===== src/rtl/dtmr_pkg.sv =====
// Shared constants for the dual timer block: register offsets, field
// positions and operation codes. Assumes byte addressing of 32-bit words.
package dtmr_pkg;
    localparam int TMR_STRIDE  = 'h10;
    localparam int OFS_RELOAD  = 'h00;
    localparam int OFS_COUNT   = 'h04;
    localparam int OFS_CTRL    = 'h08;
    localparam int REG_MASK    = 'h48;
    localparam int REG_CLEAR   = 'h4C;
    localparam int REG_RAW     = 'h50;
    localparam int REG_MASKED  = 'h54;

    localparam int OP_W        = 2;
    localparam int SEL_W       = 3;
    localparam int CTRL_W      = OP_W + SEL_W;
    localparam int SEL_FIRST   = 4;

    typedef enum logic [OP_W-1:0] {
        OP_LOAD  = 2'd0,
        OP_HOLD  = 2'd1,
        OP_RUN   = 2'd2,
        OP_SPARE = 2'd3
    } tmr_op_e;
endpackage


===== src/rtl/dtmr_counter.sv =====
// One down-counter with source selection and reload on expiry.
// Assumes the load and advance controls come from the register decoder.
// The load takes priority over advancing.
module dtmr_counter
    import dtmr_pkg::*;
#(
    parameter int CNT_W = 32,
    parameter int N_SRC = 4
) (
    input  logic             clk,
    input  logic             rst_n,
    input  logic             load,
    input  logic             run,
    input  logic [SEL_W-1:0] sel,
    input  logic [N_SRC-1:0] tick_src,
    input  logic [CNT_W-1:0] reload,
    output logic [CNT_W-1:0] count,
    output logic             expire
);
    logic sel_tick;
    logic adv;

    // Pick the tick of the selected source; unlisted codes give none.
    always_comb begin
        sel_tick = 1'b0;
        for (int k = 0; k < N_SRC; k++) begin
            if (int'(sel) == SEL_FIRST + k) sel_tick = tick_src[k];
        end
    end

    assign adv    = run && sel_tick;
    assign expire = adv && (count == '0);

    // Count register: load, reload on expiry, or step down.
    always_ff @(posedge clk) begin
        if (!rst_n) begin
            count <= '0;
        end else if (load) begin
            count <= reload;
        end else if (adv) begin
            count <= (count == '0) ? reload : count - CNT_W'(1);
        end
    end
endmodule


===== src/rtl/dtmr_irq.sv =====
// Raw flags, mask and level interrupt shared by the timers.
// Assumes clear and mask strobes last one cycle. A set wins over a
// clear in the same cycle.
module dtmr_irq #(
    parameter int N = 2
) (
    input  logic         clk,
    input  logic         rst_n,
    input  logic [N-1:0] expire,
    input  logic         clr_wr,
    input  logic [N-1:0] clr_val,
    input  logic         mask_wr,
    input  logic [N-1:0] mask_val,
    output logic [N-1:0] raw,
    output logic [N-1:0] mask,
    output logic         irq
);
    // Raw flag register: clear selected bits, then merge new expiries.
    always_ff @(posedge clk) begin
        if (!rst_n) raw <= '0;
        else        raw <= (raw & ~(clr_wr ? clr_val : '0)) | expire;
    end

    // Mask register.
    always_ff @(posedge clk) begin
        if (!rst_n)       mask <= '0;
        else if (mask_wr) mask <= mask_val;
    end

    assign irq = |(raw & mask);
endmodule


===== src/rtl/dual_timer_regs.sv =====
// Top of the dual timer: register decode, per-timer reload and control
// storage, two counters and the shared interrupt logic. Assumes
// CNT_W <= 32 and word-aligned byte offsets on addr.
module dual_timer_regs
    import dtmr_pkg::*;
#(
    parameter int CNT_W  = 32,
    parameter int N_SRC  = 4,
    parameter int ADDR_W = 8
) (
    input  logic              clk,
    input  logic              rst_n,
    input  logic [ADDR_W-1:0] addr,
    input  logic              wr_en,
    input  logic [31:0]       wdata,
    input  logic              rd_en,
    output logic [31:0]       rdata,
    input  logic [N_SRC-1:0]  tick_src,
    output logic              irq
);
    localparam int NT = 2;

    logic [NT-1:0][CNT_W-1:0]  reload_q;
    logic [NT-1:0][CNT_W-1:0]  cnt;
    logic [NT-1:0][CTRL_W-1:0] ctrl_q;
    logic [NT-1:0]             expire;
    logic [NT-1:0]             ld;
    logic [NT-1:0]             run;
    logic [NT-1:0]             raw;
    logic [NT-1:0]             mask;
    logic                      clr_wr;
    logic                      mask_wr;

    assign clr_wr  = wr_en && (addr == ADDR_W'(REG_CLEAR));
    assign mask_wr = wr_en && (addr == ADDR_W'(REG_MASK));

    for (genvar gi = 0; gi < NT; gi++) begin : g_tmr
        localparam int BASE = gi * TMR_STRIDE;
        logic rl_wr;
        logic ct_wr;

        assign rl_wr = wr_en && (addr == ADDR_W'(BASE + OFS_RELOAD));
        assign ct_wr = wr_en && (addr == ADDR_W'(BASE + OFS_CTRL));

        // Reload and control storage for this timer.
        always_ff @(posedge clk) begin
            if (!rst_n) begin
                reload_q[gi] <= '0;
                ctrl_q[gi]   <= '0;
            end else begin
                if (rl_wr) reload_q[gi] <= wdata[CNT_W-1:0];
                if (ct_wr) ctrl_q[gi]   <= wdata[CTRL_W-1:0];
            end
        end

        assign ld[gi]  = ct_wr && (wdata[OP_W-1:0] == OP_LOAD);
        assign run[gi] = (ctrl_q[gi][OP_W-1:0] == OP_RUN);

        dtmr_counter #(.CNT_W(CNT_W), .N_SRC(N_SRC)) u_cnt (
            .clk      (clk),
            .rst_n    (rst_n),
            .load     (ld[gi]),
            .run      (run[gi]),
            .sel      (ctrl_q[gi][CTRL_W-1:OP_W]),
            .tick_src (tick_src),
            .reload   (reload_q[gi]),
            .count    (cnt[gi]),
            .expire   (expire[gi])
        );
    end

    dtmr_irq #(.N(NT)) u_irq (
        .clk      (clk),
        .rst_n    (rst_n),
        .expire   (expire),
        .clr_wr   (clr_wr),
        .clr_val  (wdata[NT-1:0]),
        .mask_wr  (mask_wr),
        .mask_val (wdata[NT-1:0]),
        .raw      (raw),
        .mask     (mask),
        .irq      (irq)
    );

    // Read multiplexer; anything unmapped or idle returns zero.
    always_comb begin
        rdata = '0;
        if (rd_en) begin
            for (int i = 0; i < NT; i++) begin
                if (addr == ADDR_W'(i * TMR_STRIDE + OFS_RELOAD)) rdata = 32'(reload_q[i]);
                if (addr == ADDR_W'(i * TMR_STRIDE + OFS_COUNT))  rdata = 32'(cnt[i]);
                if (addr == ADDR_W'(i * TMR_STRIDE + OFS_CTRL))   rdata = 32'(ctrl_q[i]);
            end
            if (addr == ADDR_W'(REG_MASK))   rdata = 32'(mask);
            if (addr == ADDR_W'(REG_RAW))    rdata = 32'(raw);
            if (addr == ADDR_W'(REG_MASKED)) rdata = 32'(raw & mask);
        end
    end
endmodule


===== config.mk =====
export PLATFORM = sky130hd
export DESIGN_NAME = dual_timer_regs
export DESIGN_NICKNAME = d
export VERILOG_FILES = /design/src/rtl/dtmr_pkg.sv /design/src/rtl/dtmr_counter.sv /design/src/rtl/dtmr_irq.sv /design/src/rtl/dual_timer_regs.sv
export SDC_FILE = /design/constraint.sdc
export NUM_CORES = 1
export LEC_CHECK = 0
export ABC_AREA = 1
export BUFFER_PORTS_ARGS = -buffer_cell sky130_fd_sc_hd__buf_4
export CELL_PAD_IN_SITES_DETAIL_PLACEMENT = 0
export CELL_PAD_IN_SITES_GLOBAL_PLACEMENT = 1
export CORE_UTILIZATION = 40
export CTS_CLUSTER_SIZE = 30
export DETAILED_ROUTE_END_ITERATION = 7
export PLACE_DENSITY = 0.83
export REMOVE_ABC_BUFFERS = 1
export SYNTH_ARGS = -nofsm -noshare
export SYNTH_HDL_FRONTEND = slang
export SYNTH_SLANG_ARGS = --single-unit
export TNS_END_PERCENT = 5

===== constraint.sdc =====
create_clock -name clk -period 2.2 [get_ports clk]
set_input_delay 0.44 -clock clk [delete_from_list [all_inputs] [get_ports clk]]
set_output_delay 0.44 -clock clk [all_outputs]
set_load 0.005 [all_outputs]

Word-level counts from Yosys, hierarchy flattened
Index checks and enable logic that the tools add are counted.
{"block": "classes", "addsub": 2, "n_mul": 0, "div_mod_pow": 0, "magnitude_cmp": 0, "eq_ne": 19, "shifts": 0, "n_mux": 25, "bitwise": 5, "n_reduce_logical": 19}
{"op": "32-bit 2-to-1 mux", "n": 16}
{"op": "32-bit zero test", "n": 2}
{"op": "32-bit by 1-bit subtractor with 32-bit output, second input constant", "n": 2}
{"op": "8-bit by 7-bit == test with 1-bit output, second input constant", "n": 4}
{"op": "8-bit by 5-bit == test with 1-bit output, second input constant", "n": 3}
{"op": "3-bit == test, second input constant", "n": 4}
{"op": "1-bit logical AND", "n": 12}
{"op": "8-bit by 3-bit == test with 1-bit output, second input constant", "n": 1}
{"op": "8-bit by 4-bit == test with 1-bit output, second input constant", "n": 1}
{"op": "8-bit zero test", "n": 1}
{"op": "1-bit 2-to-1 mux", "n": 8}
{"op": "2-bit AND", "n": 3}
{"op": "3-bit by 1-bit == test with 1-bit output, second input constant", "n": 2}
{"op": "3-bit by 2-bit == test with 1-bit output, second input constant", "n": 2}
{"op": "2-bit == test, second input constant", "n": 2}
{"op": "2-bit nonzero test", "n": 2}
{"op": "2-bit zero test", "n": 1}
{"op": "2-bit 2-to-1 mux", "n": 1}
{"op": "2-bit NOT", "n": 1}
{"op": "2-bit OR", "n": 1}
{"op": "2-bit OR reduction", "n": 1}
{"block": "word_totals", "reg_bits": 142, "latch_bits": 0, "ram_bits": 0, "romBits": 0, "wordCells": 78, "n_memories": 0}

Logic depth before layout (Yosys ltp)
{"block": "depth", "ltp_word": 11, "mapped_depth": 13, "ltp_nobuf": 12}

Cells and area by module
A second synthesis with hierarchy kept.
{"block": "unflattened", "cells_unflattened": 1408, "hier_area_um2": 8684.6}
{"mod": "dual_timer_regs", "n_inst": 1, "cells_per_inst": 598, "area_each_um2": 3854.9, "seq_area_each_um2": 1481.4}
{"mod": "dtmr_counter (g_tmr[0].u_cnt)", "n_inst": 1, "cells_per_inst": 394, "area_each_um2": 2352.3, "seq_area_each_um2": 640.6}
{"mod": "dtmr_counter (g_tmr[1].u_cnt)", "n_inst": 1, "cells_per_inst": 393, "area_each_um2": 2321.0, "seq_area_each_um2": 640.6}
{"mod": "dtmr_irq", "n_inst": 1, "cells_per_inst": 23, "area_each_um2": 156.4, "seq_area_each_um2": 80.1}

Least setup slack after synthesis
Ideal clock, no wire load.
{"block": "synth_path", "path_kind": "input -> output", "start": "input port addr[1]", "end": "output port rdata[23]", "arrival_ns": 1.480, "path_slack_ns": 0.280, "stages": 6, "path_buffers": 1, "path_cell_list": "nor2_2 nand3_1 nor2_1 buf_2 a221oi_1 a21oi_1"}
{"block": "synth_via", "elab_chain_cells": 11, "elab_cells_between_ends": 19, "cone_classes": "eq/ne (8); mux (10); reduce/logical (1)"}
{"element": "from (decl)", "line": "dual_timer_regs.sv:13", "source": "input logic [ADDR_W-1:0] addr,"}
{"element": "8-bit zero test", "line": "dual_timer_regs.sv:90", "source": "if (addr == ADDR_W'(i * TMR_STRIDE + OFS_RELOAD)) rdata = 32'(reload_q[i]);"}
{"element": "32-bit 2-to-1 mux", "line": "dual_timer_regs.sv:90"}
{"element": "32-bit 2-to-1 mux", "line": "dual_timer_regs.sv:91", "source": "if (addr == ADDR_W'(i * TMR_STRIDE + OFS_COUNT)) rdata = 32'(cnt[i]);"}
{"element": "32-bit 2-to-1 mux", "line": "dual_timer_regs.sv:92", "source": "if (addr == ADDR_W'(i * TMR_STRIDE + OFS_CTRL)) rdata = 32'(ctrl_q[i]);"}
{"element": "32-bit 2-to-1 mux", "line": "dual_timer_regs.sv:90"}
{"element": "32-bit 2-to-1 mux", "line": "dual_timer_regs.sv:91"}
{"element": "32-bit 2-to-1 mux", "line": "dual_timer_regs.sv:92"}
{"element": "32-bit 2-to-1 mux", "line": "dual_timer_regs.sv:94", "source": "if (addr == ADDR_W'(REG_MASK)) rdata = 32'(mask);"}
{"element": "32-bit 2-to-1 mux", "line": "dual_timer_regs.sv:95", "source": "if (addr == ADDR_W'(REG_RAW)) rdata = 32'(raw);"}
{"element": "32-bit 2-to-1 mux *", "line": "dual_timer_regs.sv:96", "source": "if (addr == ADDR_W'(REG_MASKED)) rdata = 32'(raw & mask);"}
{"element": "32-bit 2-to-1 mux *", "line": "dual_timer_regs.sv:88", "source": "if (rd_en) begin"}
{"element": "to (decl)", "line": "dual_timer_regs.sv:17", "source": "output logic [31:0] rdata,"}
Mark *: on every way between the ends. The rest lies on a longest branch, timed or not.

Worst setup path in the final report
{"block": "layout_path", "start": "input port addr[0]", "end": "output port rdata[11]"}
The elaborated chain is that of the path after synthesis.

==> out/summary.txt <==
status: complete, but fails checks
failing checks: setup timing
internal power: 4.39 mW
clk_lat worst skew: 0.43 ns
fin crit share: 105%
Die Y: 152 um
Clock Power Share: 50.2%
commonest non-fill, non-tap cell in the layout: nand2_1
simple-gate share of the synthesized area: 32.2%
DR vias: 10.0k
largest net degree at the start of global routing: 61
Worst EP arrival: 1.87 ns
Antenna diodes: 0
Power Density: 511 nW/um^2
sw frac: 25.0%
Seq/Total Area, Yosys: 31.5%
final hold violation count: 0
share of post-route cells with drive strength above 1: 20.3%
mean number of vias per cell: 5.32
crit path max fanout: 11
Final setup viols: 17
Hold Crit Class: in2reg
area of the multi-input gates: 5460 um^2
Boundary Pins: 81
RSZ-0062 raised after global routing: yes
Max-Cap Viols: 0
global-route wire length before repair: 52000 um
complex-gate fraction of the synthesized area: 22.1%
Adder-Cell Fraction of Synth Area: 0.416%
Max VDD drop: 466 uV
Die ar.: 23200 um^2
CTS buffer count: 17
worst r2r src: g_tmr[0].u_cnt.count[0]
CTS Hold Bufs: 0
CP Class: in2out
reg2reg path depth: 11
Yosys cell types: 42
crit path launch type: input pin
global route overflow: 0
post-synthesis area per instance: 6.19 um^2
worst reg2reg endpoint: g_tmr[0].u_cnt.count[26]
Filler cells: 2250
drt total wl: 33500 um
Core ar.: 22000 um^2
Leakage: 5.30 nW
antenna violations before repair: 0
TritonCTS Sinks: 142
DRC Markers: 0
most frequent cells in the layout: 327 x nand2_1, 172 x nor2_1, 166 x inv_1, 153 x buf_4, 147 x a21oi_1
HPWL Detailed: 25700 um
Yosys reg bits: 142
nets: 1640
clock tree buffer depth: 2
gr usage total: 29.0%
post-synthesis async set-or-reset flop share: 0%
Worst slew margin: 62.4%
ys flop type: dfxtp_1
Clock Skew: 0.0120 ns
CTS tree: yes
die width: 152 um
initial core utilization: 41.1%
fin util: 52.1%
# rows: 54
H-Tree Depth: 4
Routed Antenna Nets: 0
switching power: 1.46 mW
CTS clk-pin slew, worst paths: 0.07 ns
Root Driver: clkbuf_16
number of flops mapped to enable cells by yosys: 0
Syn. warnings: 0
Crit path required time: 1.76 ns
Slew Limit Fails: 0
TritonRoute pass-1 iters: 5
Hold Path Sink: reload_q[27]
final hold slack: 0.260 ns
DR iter-0 viols: 836
vias in the first global route: 9163
critical path capture point type: primary output
hold path depth: 3
fin crit period: 2.31 ns
hold_sp: wdata[27]
IO buf count: 80
DR WL/cell: 17.8 um
post-synthesis xor/xnor area fraction: 2.62%
largest family of logic cells by synthesized area: simple AND/OR/NAND/NOR gates
GPL Wtd Cong: 0.990
Mapped Cells: 1456
Worst-Margin Slew: 0.564 ns
combinational share of power: 5.7%
reg2reg setup slack: 0.16 ns
Final Worst Setup Slack: -0.114 ns
Area Overhead vs Synth: 26.9%
Mapped Area: 9020 um^2
register area: 2840 um^2
Reg power frac: 44.0%
mux contribution to synthesized area: 0%
Max Freq: 432 MHz
[registers in the layout (all words and copies together), names as in the netlist]
signal,count
u_irq.mask,2
ctrl_q,10
g_tmr.u_cnt.count,64
reload_q,64
u_irq.raw,2
[logic make-up after synthesis]
logic type,count (synthesis)
flip-flops,142
AND/OR/NAND/NOR,676
XOR/XNOR,27
buffers and inverters,242
adder cells (fa/ha/maj),3
AO/OA/AOI/OAI,366
[worst max-delay path: stages]
cell and delay, ns:
buf_8 0.10, nor2_4 0.15, nand3_2 0.12, nor2_1 0.13, buf_4 0.15, buf_12 0.10, buf_8 0.14, a221oi_1 0.10
nor2_1 0.26, buf_4 0.17
[per-layer routing]
metal | wire length [um] | track usage, % | vias to the layer above
met5 | 0 | 0 | -
met3 | 2310 | 4.15 | 42
li1 | - | - | 5028
met1 | 15600 | 41.3 | 4596
met2 | 14900 | 44.5 | 354
met4 | 727 | 10.0 | 0
[Yosys cell counts (5+ instances only)]
cell | number | area [um^2]
a21oi_1 | 160 | 801
a21oi_2 | 11 | 96.3
a221oi_1 | 12 | 105
buf_2 | 20 | 100
buf_6 | 8 | 90.1
clkbuf_1 | 30 | 113
dfxtp_1 | 142 | 2840
inv_1 | 172 | 646
inv_2 | 8 | 30.0
nand2_1 | 334 | 1250
nand2_2 | 5 | 31.3
nand3_1 | 95 | 475
nand4_1 | 21 | 131
nor2_1 | 181 | 679
nor2_2 | 13 | 81.3
nor2_4 | 6 | 67.6
o21ai_0 | 144 | 721
o21ai_1 | 8 | 40.0
o22ai_1 | 14 | 87.6
xnor2_1 | 8 | 70.1
xor2_1 | 19 | 166
[through the flow]
stage / TNS, ns / power [mW] / setup WS [ns] / std cells / instance area [um^2]
floorplan: -0.497 / 2.73 / -0.178 / 1395 / 8690
global placement: -4.31 / 2.94 / -0.288 / 1847 / 10500
detailed placement: -5.01 / 2.94 / -0.314 / 1847 / 10500
CTS: -0.318 / 5.86 / -0.0525 / 1880 / 11300
global route: -2.64 / 6.00 / -0.183 / 1882 / 11400
finish: -0.611 / 5.85 / -0.114 / 1882 / 11400
[worst max-delay path by stage]
stage             from         to  slack (ns)  depth (start not counted)
6_report       addr[0]  rdata[11]       -0.11                         10
5_1_grt        addr[0]   rdata[1]       -0.18                         13
4_1_cts        addr[5]  rdata[11]       -0.05                         12
3_5_place_dp   addr[3]   rdata[3]       -0.31                         10
3_3_place_gp   addr[0]   rdata[4]       -0.29                         10
2_1_floorplan  addr[1]   rdata[1]       -0.18                          9
[timing repair]
| item | CTS | global route |
|---|---|---|
| endpoints found under the hold margin | 0 | 0 |
| resized for setup | 51 | 35 |
| buffers inserted | 1 | 2 |
| pin swaps | 15 | 16 |
| endpoints found under the setup margin | 32 | 35 |
[final cells by class]
| type | count | share of cell area, % |
|---|---|---|
| multi-input cells | 1072 | 47.7 |
| flip-flops and latches | 142 | 24.8 |
| repair buffers | 175 | 13.3 |
| inverters | 181 | 5.96 |
| clock buffers | 17 | 3.72 |
| well taps | 280 | 3.06 |
| clock inverters | 15 | 1.39 |
[power by group through the flow]
stage               sequential, mW  combinational, mW  clock, mW
floorplan                     2.63              0.102          0
finish                        2.58              0.336       2.94
detailed placement            2.63              0.304          0
CTS                           2.58              0.322       2.96
global route                  2.57              0.362       3.06
global placement              2.63              0.305          0
Power figures use the tool's default switching activity.
